==> src/rtl/pxg_pkg.sv <==
package pxg_pkg;
  localparam int PIX_W   = 16;
  localparam int OFS_W   = 4;
  localparam int NOISE_W = 3;
  localparam int POS_W   = $clog2(PIX_W);

  typedef struct packed {
    logic             ofs_en;
    logic [OFS_W-1:0] ofs_val;
    logic             cnt_en;
    logic             noise_en;
    logic             idle_en;
    logic             idle_short;
    logic             force_en;
    logic             shared_val;
    logic [POS_W-1:0] force_pos;
  } pxg_cfg_t;

  localparam int CFG_W = $bits(pxg_cfg_t);

  // Layer order, lowest first: counter, noise, forced bit, offset.
  function automatic logic [PIX_W-1:0] pxg_compose(
    input logic [PIX_W-1:0]   cnt,
    input logic [NOISE_W-1:0] nz,
    input pxg_cfg_t           c
  );
    logic [PIX_W-1:0] w;
    w = cnt;
    if (c.noise_en) w[NOISE_W-1:0] = nz;
    if (c.force_en) w[c.force_pos] = c.shared_val;
    if (c.ofs_en)   w[PIX_W-1 -: OFS_W] = c.ofs_val;
    return w;
  endfunction
endpackage

==> src/rtl/pxg_sync.sv <==
module pxg_sync #(
  parameter int W      = 1,
  parameter int STAGES = 2
) (
  input  logic         clk,
  input  logic         rst,
  input  logic [W-1:0] d,
  output logic [W-1:0] q
);
  logic [W-1:0] st [STAGES];

  for (genvar i = 0; i < STAGES; i++) begin : g_stage
    if (i == 0) begin : g_first
      always_ff @(posedge clk) begin
        if (rst) st[i] <= '0;
        else     st[i] <= d;
      end
    end else begin : g_next
      always_ff @(posedge clk) begin
        if (rst) st[i] <= '0;
        else     st[i] <= st[i-1];
      end
    end
  end

  assign q = st[STAGES-1];
endmodule

==> src/rtl/pxg_lfsr.sv <==
module pxg_lfsr #(
  parameter int          W    = 16,
  parameter logic [W-1:0] TAPS = 16'hB400,
  parameter logic [W-1:0] SEED = 16'hACE1
) (
  input  logic         clk,
  input  logic         rst,
  output logic [W-1:0] state_o
);
  logic [W-1:0] lfsr_q;

  always_ff @(posedge clk) begin
    if (rst)            lfsr_q <= SEED;
    else if (lfsr_q[0]) lfsr_q <= (lfsr_q >> 1) ^ TAPS;
    else                lfsr_q <= lfsr_q >> 1;
  end

  assign state_o = lfsr_q;
endmodule

==> src/rtl/pxg_idle_timer.sv <==
module pxg_idle_timer #(
  parameter int unsigned SHORT_CYC = 2,
  parameter int unsigned LONG_CYC  = 4
) (
  input  logic clk,
  input  logic rst,
  input  logic restart_i,
  input  logic enable_i,
  input  logic short_sel_i,
  output logic clear_o
);
  localparam int CW = $clog2(LONG_CYC + 1);
  localparam logic [CW-1:0] SHORT_LIM = CW'(SHORT_CYC);
  localparam logic [CW-1:0] LONG_LIM  = CW'(LONG_CYC);

  logic [CW-1:0] gap_q;
  logic          fired_q;
  logic          hit;

  assign hit     = gap_q >= (short_sel_i ? SHORT_LIM : LONG_LIM);
  assign clear_o = enable_i && hit && !fired_q && !restart_i;

  always_ff @(posedge clk) begin
    if (rst) begin
      gap_q   <= '0;
      fired_q <= 1'b0;
    end else if (restart_i) begin
      gap_q   <= '0;
      fired_q <= 1'b0;
    end else begin
      if (gap_q != LONG_LIM) gap_q <= gap_q + 1'b1;
      if (clear_o) fired_q <= 1'b1;
    end
  end
endmodule

==> src/rtl/pattern_pixel_gen.sv <==
module pattern_pixel_gen
  import pxg_pkg::*;
#(
  parameter int unsigned CLK_HZ      = 250_000_000,
  parameter int unsigned SHORT_SEC   = 2,
  parameter int unsigned LONG_SEC    = 4,
  parameter int          SYNC_STAGES = 2,
  parameter logic [15:0] LFSR_SEED   = 16'hACE1
) (
  input  logic        clk,
  input  logic        rst,
  input  logic        sample_strobe_i,
  input  logic        ofs_en_i,
  input  logic [3:0]  ofs_val_i,
  input  logic        cnt_en_i,
  input  logic        noise_en_i,
  input  logic        idle_en_i,
  input  logic        idle_short_i,
  input  logic        force_en_i,
  input  logic        shared_val_i,
  input  logic [3:0]  force_pos_i,
  output logic [15:0] pixel_o,
  output logic        pixel_valid_o
);
  localparam int unsigned SHORT_CYC = CLK_HZ * SHORT_SEC;
  localparam int unsigned LONG_CYC  = CLK_HZ * LONG_SEC;

  pxg_cfg_t         cfg_raw, cfg_s;
  logic             strb_s, strb_d, adv, dir_down, idle_clr;
  logic [PIX_W-1:0] cnt_q, pix_q, lfsr_state;
  logic             vld_q;

  assign cfg_raw = '{ofs_en: ofs_en_i, ofs_val: ofs_val_i, cnt_en: cnt_en_i,
                     noise_en: noise_en_i, idle_en: idle_en_i,
                     idle_short: idle_short_i, force_en: force_en_i,
                     shared_val: shared_val_i, force_pos: force_pos_i};

  pxg_sync #(.W(CFG_W + 1), .STAGES(SYNC_STAGES)) u_sync (
    .clk(clk), .rst(rst),
    .d({sample_strobe_i, cfg_raw}),
    .q({strb_s, cfg_s})
  );

  always_ff @(posedge clk) begin
    if (rst) strb_d <= 1'b0;
    else     strb_d <= strb_s;
  end
  assign adv = strb_s && !strb_d;

  pxg_lfsr #(.W(PIX_W), .TAPS(16'hB400), .SEED(LFSR_SEED)) u_lfsr (
    .clk(clk), .rst(rst), .state_o(lfsr_state)
  );

  pxg_idle_timer #(.SHORT_CYC(SHORT_CYC), .LONG_CYC(LONG_CYC)) u_idle (
    .clk(clk), .rst(rst), .restart_i(adv),
    .enable_i(cfg_s.idle_en), .short_sel_i(cfg_s.idle_short),
    .clear_o(idle_clr)
  );

  // The shared input sets the direction only while forcing is off.
  assign dir_down = !cfg_s.force_en && cfg_s.shared_val;

  always_ff @(posedge clk) begin
    if (rst) begin
      cnt_q <= '0;
    end else if (adv) begin
      if (cfg_s.cnt_en) cnt_q <= dir_down ? cnt_q - 1'b1 : cnt_q + 1'b1;
    end else if (idle_clr) begin
      cnt_q <= '0;
    end
  end

  always_ff @(posedge clk) begin
    if (rst) begin
      pix_q <= '0;
      vld_q <= 1'b0;
    end else begin
      vld_q <= adv;
      if (adv) pix_q <= pxg_compose(cnt_q, lfsr_state[NOISE_W-1:0], cfg_s);
    end
  end

  assign pixel_o       = pix_q;
  assign pixel_valid_o = vld_q;
endmodule

==> config.mk <==
export PLATFORM = sky130hd
export DESIGN_NAME = pattern_pixel_gen
export DESIGN_NICKNAME = d
export VERILOG_FILES = /design/src/rtl/pxg_pkg.sv /design/src/rtl/pxg_sync.sv /design/src/rtl/pxg_lfsr.sv /design/src/rtl/pxg_idle_timer.sv /design/src/rtl/pattern_pixel_gen.sv
export SDC_FILE = /design/constraint.sdc
export NUM_CORES = 1
export LEC_CHECK = 0
export ABC_AREA = 1
export ABC_CLOCK_PERIOD_IN_PS = 4000
export BUFFER_PORTS_ARGS = -buffer_cell sky130_fd_sc_hd__buf_2
export CAP_MARGIN = 20
export CORE_MARGIN = 5
export CORE_UTILIZATION = 40
export DETAILED_ROUTE_END_ITERATION = 8
export PLACE_DENSITY = 0.53
export SLEW_MARGIN = 10
export SYNTH_ARGS = -nofsm -noshare
export SYNTH_HDL_FRONTEND = slang
export SYNTH_SLANG_ARGS = --single-unit
==> constraint.sdc <==
create_clock -name clk -period 4 [get_ports clk]
set_input_delay 0.8 -clock clk [delete_from_list [all_inputs] [get_ports clk]]
set_output_delay 0.8 -clock clk [all_outputs]
set_load 0.02 [all_outputs]
==> impl_metrics.toml, run 1 <==
[cells_and_area]
diodes = 0
layout-drive-gt1-share_pct = 15.57
final_core_util_pct = 46.59
final_cells = 1032
final_nets = 884
syn_to_final_growth_pct = 15.98
final.fill_count = 1430
ff_latch_area_um2 = 2262
multiInputGateArea_um2 = 3017
final_area_um2 = 6694

[placement]
place_ws_ns = 1.481
hpwl_mm = 10.37
gp_congestion = 0.8579
numPlacedInstances = 1000
postPlaceCellArea_um2 = 6105
port_buffers = 34

[detailed_routing]
drcViolationCount = 0
drtIter0Drc = 395
viasPerCell = 4.949
wirelength_mm = 14.08
dr_total_vias = 5107
drtAntennaViolNets = 0
drtPass1Iterations = 4
post_drt_wl_per_cell_um = 13.64

[floorplan]
die_area_um2 = 16930
initial_core_util_pct = 40.17
die_h_um = 130.1
rows = 44
coreArea_um2 = 14370
pin_count = 35
die_w_um = 130.1

[clock_network]
clkLatencyLatePin_ns = 0.43
post-cts-setup-buffers = 0
cts_max_level = 4
root_buffer = "clkbuf_16"
clk_pin_slew_worst_paths_ns = 0.06
clock_sinks = 113
cts_tree = "done"
cts_buffer_depth = 2
cts_buffers = 17
cts_hold_buffers = 0
cts_resized = 0

[synth]
synth_area_um2 = 5772
yosys-top-cells-area = "dfxtp_1, nand2_1, nor2_1"
yosysWarnings = 0
synth_edf_count = 0
syn_nets = 845
netlist.area_leader.share_pct = 39.19
synth_cell_types = 48
yosys_register_bits = 113
synth_ff_type = "dfxtp_1"
synthArstFlopShare_pct = 0
synth.avg_cell_area_um2 = 7.251
yosysSeqAreaShare_pct = 39.19
yosysTopAreaCell = "dfxtp_1"
syn_inst = 796

[timing]
setup_ws_ns = 1.434
maxSlewViolCount = 0
min_period_ns = 2.566
relSlewSlack_pct = 47.36
tightest_slew_ns = 0.7887
skew_ns = 0.01285
setup_viol = 0
finalCritPeriodShare_pct = 64.15
fmax_ghz = 0.3897
rsz0062_at_grt = "false"
setup-tns-final_ns = 0
finalHoldViolations = 0
hold_slack_ns = 0.3990

[pwr]
powerDensity_nw_per_um2 = 416.2
finalPower_mw = 2.786
p_leak_nw = 2.894
peakVddDrop_mv = 0.2960

[status]
status = "finished clean"

[setup_path]
path_buf_inv = 2
timing.critical_path.slowest_stage_cell = "dfxtp_1"
crit_path_end_kind = "flip-flop"
path_delay_family = "simple AND/OR/NAND/NOR gates"
cp.arrival_ns = 2.91
crit_path_start_kind = "flip-flop"
cp.required_ns = 4.35
path_common_cell = "nand2_1"
worst-setup-path-type = "reg2reg"
slowest_delay_ns = 0.48
critPathMaxFanout = 15
cp_cell_sequence = "nand2_1, inv_1, ha_1, a21oi_1, nand2_1, nand2_1, nand2_1, inv_1, nor2_1, o21ai_0, nand3_1, a21oi_2"

[global_routing]
grt_overflow = 0
grt_pass1_wl_mm = 23.78
grt_max_degree = 64
grt_use_total_pct = 17.78
antenna_found_initial = 0
grt_pass1_vias = 4879

[flow_run]
drv_cap = 0

[hold_path]
hold_class = "reg2reg"
## routing by layer
metal / vias to the layer above / GRT usage [%] / routed length [um]
met2: 124 / 25.56 / 5808
met3: 18 / 4.585 / 671
met5: - / 0 / 0
met4: 0 / 6.296 / 182
li1: 2679 / - / -
met1: 2286 / 25.67 / 7413
## synthesized netlist by cell type, types with 4 or more instances
library cell / count
nand3_2: 8
inv_2: 8
inv_1: 97
dfxtp_1: 113
nand3b_1: 4
nand2_2: 8
or2_0: 4
a21oi_1: 63
nor2_2: 8
nand4_1: 8
ha_1: 30
a21oi_2: 9
xnor2_1: 4
clkbuf_1: 5
buf_1: 5
nand2_1: 161
o21ai_0: 39
o311ai_0: 4
nor3_2: 5
nor2_1: 102
or2_2: 9
o211ai_1: 5
nor3_1: 9
buf_2: 4
nand3_1: 47
o21ai_1: 5
## registers in the layout (all words and copies together), names as in the netlist
register / count
pixel_valid_o: 1
u_lfsr.state_o: 16
u_idle.fired_q: 1
cnt_q: 16
u_idle.gap_q: 30
u_sync.st: 32
pixel_o: 16
strb_d: 1
## worst paths after layout
kind | from | slack, ns | endpoint | cells past startpoint
max | u_sync.st[1][4] | 1.43 | cnt_q[10] | 12
min | u_lfsr.state_o[3] | 0.40 | u_lfsr.state_o[2] | 2
max reg2reg | u_sync.st[1][4] | 1.43 | cnt_q[10] | 12
min reg2reg | u_lfsr.state_o[3] | 0.40 | u_lfsr.state_o[2] | 2
## layout make-up
type / count / share of cell area [%]
Multi-Input combinational cell: 559 / 45.07
Sequential cell: 113 / 33.79
Clock buffer: 17 / 6.355
Inverter: 107 / 6.019
Tap cell: 184 / 3.439
Timing Repair Buffer: 37 / 2.879
Clock inverter: 15 / 2.449
## kinds of logic after synthesis
logic type                 synth area share [%]
buffers and inverters                     8.541
adders and majority gates                 6.850
and+or+nand+nor                           30.67
AOI/OAI and AO/OA                         13.83
xor gates and xnor gates                 0.9105
DFF                                       39.19
## report_power, final
| group | total [mW] | internal, mW | leakage (nW) | switching (mW) |
|---|---|---|---|---|
| registers | 1.17 | 1.16 | 0.922 | 0.0144 |
| logic | 0.118 | 0.0392 | 1.68 | 0.0788 |
| clock network | 1.50 | 0.885 | 0.289 | 0.612 |
| total | 2.79 | 2.08 | 2.89 | 0.706 |
## tightest hold or removal path: cells and delay by family (launching register included)
kind | cells | cell delay (ns)
buffers and inverters | 1 | 0.04
DFF | 1 | 0.29
and+or+nand+nor | 1 | 0.03
## layout by cell type, fill, tap and decap left out, types with 4 or more instances in the layout
cell type	n
or2_2	9
o21ai_0	39
clkbuf_16	17
a21oi_2	9
o311ai_0	4
nand3b_1	4
o211ai_1	5
dfxtp_1	113
nor3_1	9
inv_2	8
nand4_1	8
nor2_1	102
inv_1	97
inv_8	5
xnor2_1	4
nor3_2	5
nand3_2	8
nor2_2	8
inv_6	5
buf_2	34
or2_0	4
o21ai_1	5
nand3_1	47
a21oi_1	63
nand2_2	8
nand2_1	161
ha_1	30
Power figures use the tool's default switching activity.
==> run 2, diff against run 1 <==
- ABC_CLOCK_PERIOD_IN_PS: 4000 -> 2300
- PLACE_DENSITY: 0.53 -> 0.55
- clock period: 4 -> 2.3 ns (I/O delays scaled with it)
==> impl_metrics.toml, run 2 (same netlist as run 1, synthesis figures left out) <==
[status]
status = "finished clean"

[cells_and_area]
layout_commonest_cell = "nand2_1"
largest_register_ffs = 32
final_nets = 894
final_area_um2 = 6827
regMostFlops = "u_sync.st"
syn_to_final_growth_pct = 18.27
top_regs = "u_sync.st (32), u_idle.gap_q (30)"
multiInputGateArea_um2 = 3062
diodes = 0
layout-drive-gt1-share_pct = 18.30
ff_latch_area_um2 = 2263
final_core_util_pct = 47.51
final.fill_count = 1438
final_cell_mix = "nand2_1, dfxtp_1, nor2_1"

[floorplan]
coreArea_um2 = 14370
die_w_um = 130.1
initial_core_util_pct = 40.17
die_area_um2 = 16930
pin_count = 35
die_h_um = 130.1
rows = 44

[detailed_routing]
dr_total_vias = 5172
drtAntennaViolNets = 0
dr_wl_met2_mm = 6.175
drcViolationCount = 0
wirelength_mm = 14.69
wl_met3_um = 743
dr.max_layer_used = "met4"
drtIter0Drc = 324
viasPerCell = 4.964
drtPass1Iterations = 5
drt-met1-wl_mm = 7.468
post_drt_wl_per_cell_um = 14.10

[clock_network]
root_buffer = "clkbuf_16"
cts_buffers = 17
clkLatencyLatePin_ns = 0.42
clk_pin_slew_worst_paths_ns = 0.06
cts_buffer_depth = 2
clock_sinks = 113
cts_max_level = 4
cts_tree = "done"

[timing]
fmax_ghz = 0.4614
finalHoldViolations = 0
skew_ns = 0.006197
hold_slack_ns = 0.2309
rsz0062_at_grt = "true"
min_period_ns = 2.167
setup-tns-final_ns = 0
maxSlewViolCount = 0
setup_viol = 0
finalCritPeriodShare_pct = 94.23
relSlewSlack_pct = 56.96
tightest_slew_ns = 0.6421

[setup_path]
worst-setup-path-type = "reg2reg"
critPathMaxFanout = 8
crit_path_start_kind = "flip-flop"
timing.critical_path.slowest_stage_cell = "ha_2"
path_common_cell = "nand2_1"
cp.arrival_ns = 2.53
slowest_delay_ns = 0.39
crit_path_end_kind = "flip-flop"
path_delay_family = "simple AND/OR/NAND/NOR gates"
cp.required_ns = 2.66
path_buf_inv = 3
cp_cell_sequence = "inv_1, nand2_2, clkinvlp_4, buf_4, ha_2, nand2_1, nor4_2, nand2_1, nand3b_1, nand3_1, a21oi_2"

[global_routing]
grt_overflow = 0
grt_use_total_pct = 18.47
grt_max_degree = 34
antenna_found_initial = 0
grt_pass1_wl_mm = 24.43
grt_pass1_vias = 4873

[pwr]
p_leak_nw = 2.935
powerDensity_nw_per_um2 = 720.1
peakVddDrop_mv = 0.4795

[placement]
port_buffers = 34
postPlaceCellArea_um2 = 6165
hpwl_mm = 10.82
gp_congestion = 0.9155

[flow_run]
drv_cap = 0

[hold_path]
hold_class = "in2reg"
## run 2: cell types whose count changed in the layout (fill, tap and decap cells not counted), sizes merged
| cell | before | now |
|---|---|---|
| buf | 37 | 47 |
| clkinvlp | 1 | 2 |
| bufinv | 1 | 2 |
| clkinv | 5 | 6 |
| inv | 115 | 112 |
## run 2: power breakdown
part / total (mW) / switching, mW / leakage [nW] / internal (mW)
logic: 0.228 / 0.150 / 1.72 / 0.0780
clock network: 2.65 / 1.03 / 0.292 / 1.62
registers: 2.03 / 0.0234 / 0.923 / 2.01
total: 4.92 / 1.20 / 2.93 / 3.71
## run 2: tightest hold or removal path: cells and delay by family
kind,cells,cell delay [ns]
buf+inv,2,0.10
simple gates,1,0.06
## run 2: area by class of cell
cell class | instances | share of cell area (%)
inverter | 107 | 5.957
clock inverter | 15 | 2.511
multi-input combinational | 559 | 44.85
timing repair buffer | 47 | 3.922
tap | 184 | 3.372
clock buffer | 17 | 6.232
sequential | 113 | 33.16
## run 2: final timing paths
check / start / endpoint / slack (ns) / cells after the start
max: u_sync.st[1][5] / cnt_q[15] / 0.13 / 11
min: ofs_en_i / u_sync.st[0][14] / 0.23 / 3
max reg2reg: u_sync.st[1][5] / cnt_q[15] / 0.13 / 11
min reg2reg: u_sync.st[0][6] / u_sync.st[1][6] / 0.40 / 2
## run 2: timing repair
| item | CTS | global route |
|---|---|---|
| setup endpoints to repair | 4 | 17 |
| setup buffers | 2 | 0 |
| gates cloned | 0 | 0 |
| hold buffers | 0 | 0 |
| gates resized for setup | 1 | 18 |
| pin swaps | 0 | 1 |
## run 2: per-stage QoR
step	instances	worst slack, ns	power [mW]
final	1042	0.1327	4.916
after global routing	1042	-0.06051	5.111
after CTS	1042	0.07919	4.979
after detailed placement	1008	-0.02634	2.298
after global placement	1008	0.04327	2.292
after floorplan	796	0.2149	2.219
## run 2: per-layer routing
| metal | up-vias | GRT usage, % |
|---|---|---|
| li1 | 2695 | - |
| met1 | 2333 | 26.18 |
| met2 | 121 | 27.22 |
| met3 | 23 | 4.134 |
| met4 | 0 | 7.274 |
| met5 | - | 0 |
==> run 3, diff against run 2 <==
- ABC_CLOCK_PERIOD_IN_PS: 2300 -> not set
- CTS_CLUSTER_DIAMETER: not set -> 60
- RECOVER_POWER: not set -> 25
==> impl_metrics.toml, run 3 (same netlist as run 1, synthesis figures left out) <==
[setup_path]
crit_path_end_kind = "flip-flop"
path_common_cell = "nand2_1"
r2r_start = "u_sync.st[1][5]"
reg2regPathDepth = 11
r2r-end = "cnt_q[15]"
path_delay_family = "simple AND/OR/NAND/NOR gates"
slowest_delay_ns = 0.39
rrSetupSlack_ns = 0.13
cp.required_ns = 2.66
crit_path_start_kind = "flip-flop"
worst-setup-path-type = "reg2reg"
cp.arrival_ns = 2.53
critPathMaxFanout = 8
cp_cell_sequence = "inv_1, nand2_2, clkinvlp_4, buf_4, ha_2, nand2_1, nor4_2, nand2_1, nand3b_1, nand3_1, a21oi_2"
timing.critical_path.slowest_stage_cell = "ha_2"
path_buf_inv = 3

[timing]
skew_ns = 0.006376
relSlewSlack_pct = 56.90
min_period_ns = 2.167
finalHoldViolations = 0
hold_slack_ns = 0.2303
setup_viol = 0
finalCritPeriodShare_pct = 94.20
maxSlewViolCount = 0
rsz0062_at_grt = "true"
setup_ws_ns = 0.1333
fmax_ghz = 0.4615
tightest_slew_ns = 0.6431

[hold_path]
min_to = "u_sync.st[0][14]"
hold_depth = 3
hold_class = "in2reg"
hold_start = "ofs_en_i"

[flow_run]
drv_cap = 0

[global_routing]
met3_usage_pct = 4.134
grt_use_met2_pct = 27.22
grt_use_total_pct = 18.47
grt_pass1_vias = 4873
grt.busiest_layer = "met2"
grt_overflow = 0
use_met1_pct = 26.18
grt_max_degree = 34
antenna_found_initial = 0
grt_pass1_wl_mm = 24.43

[clock_network]
cts_hold_buffers = 0
root_buffer = "clkbuf_16"
clock_sinks = 113
cts_buffers = 17
cts_max_level = 4
cts_buffer_depth = 2
cts_tree = "done"
clkLatencyLatePin_ns = 0.42
clk_pin_slew_worst_paths_ns = 0.06

[cells_and_area]
final_cells = 1042
final_nets = 894
multiInputGateArea_um2 = 3062
diodes = 0
regMostFlops = "u_sync.st"
layout-drive-gt1-share_pct = 18.18
layout_commonest_cell = "nand2_1"
top_regs = "u_sync.st (32), u_idle.gap_q (30)"
final_cell_mix = "nand2_1, dfxtp_1, nor2_1"
final_core_util_pct = 47.50
ff_latch_area_um2 = 2263
syn_to_final_growth_pct = 18.25
final.fill_count = 1439
largest_register_ffs = 32

[pwr]
peakVddDrop_mv = 0.4794
finalPower_mw = 4.912
powerDensity_nw_per_um2 = 719.7
p_leak_nw = 2.932

[detailed_routing]
dr_total_vias = 5159
drtAntennaViolNets = 0
drtPass1Iterations = 5
viasPerCell = 4.951
drcViolationCount = 0
drtIter0Drc = 324
post_drt_wl_per_cell_um = 14.10
wirelength_mm = 14.69

[placement]
numPlacedInstances = 1008
port_buffers = 34
gp_congestion = 0.9155
place_ws_ns = -0.02634
hpwl_mm = 10.82

[floorplan]
die_w_um = 130.1
die_h_um = 130.1
pin_count = 35
coreArea_um2 = 14370
die_area_um2 = 16930
rows = 44
initial_core_util_pct = 40.17

[status]
status = "finished clean"
==> run 3: power by group <==
part           internal, mW  switching, mW
clock network          1.62           1.03
registers              2.01         0.0233
logic                0.0777          0.149
total                  3.71           1.20
==> run 3: repair_timing <==
action / in CTS / in global routing
setup endpoints to repair: 4 / 17
buffers inserted: 2 / 0
pin swaps: 0 / 1
gates resized for setup: 1 / 18
==> run 3: worst register-to-register path: cells and delay by family, from the launching register on <==
family	cells	cell delay, ns
and+or+nand+nor	6	0.85
adders and majority gates	1	0.39
buffers and inverters	3	0.38
DFF	1	0.33
AOI/OAI and AO/OA	1	0.15
==> run 3: final cells by class <==
| type | instances | share of cell area, % |
|---|---|---|
| inverter | 107 | 5.958 |
| multi-input combinational | 559 | 44.86 |
| sequential | 113 | 33.16 |
| clock buffer | 17 | 6.233 |
| timing repair buffer | 47 | 3.905 |
| clock inverter | 15 | 2.511 |
| tap | 184 | 3.373 |
==> run 3: stage by stage <==
stage,area [um^2],TNS [ns]
2_1_floorplan,5772,0
3_3_place_gp,6165,0
3_5_place_dp,6165,-0.04133
4_1_cts,6780,0
5_1_grt,6825,-0.1246
6_report,6825,0
==> run 3: worst max-delay path by stage <==
stage                               start  slack, ns   endpoint  depth (start not counted)
after floorplan           u_sync.st[1][4]       0.21   cnt_q[9]                         12
after CTS                 u_sync.st[1][5]       0.08  cnt_q[10]                         14
final                     u_sync.st[1][5]       0.13  cnt_q[15]                         11
after global placement    u_sync.st[1][5]       0.04  cnt_q[10]                         13
after detailed placement  u_sync.st[1][5]      -0.03   cnt_q[9]                         12
after global routing      u_sync.st[1][5]      -0.06  cnt_q[15]                         11
==> run 3: layer usage <==
| layer | wire length [um] | vias to the layer above | part of all wire [%] |
|---|---|---|---|
| met5 | 0 | - | 0 |
| met4 | 306 | 0 | 2.1 |
| met3 | 764 | 23 | 5.2 |
| met2 | 6186 | 121 | 42 |
| met1 | 7434 | 2319 | 51 |
| li1 | - | 2696 | - |
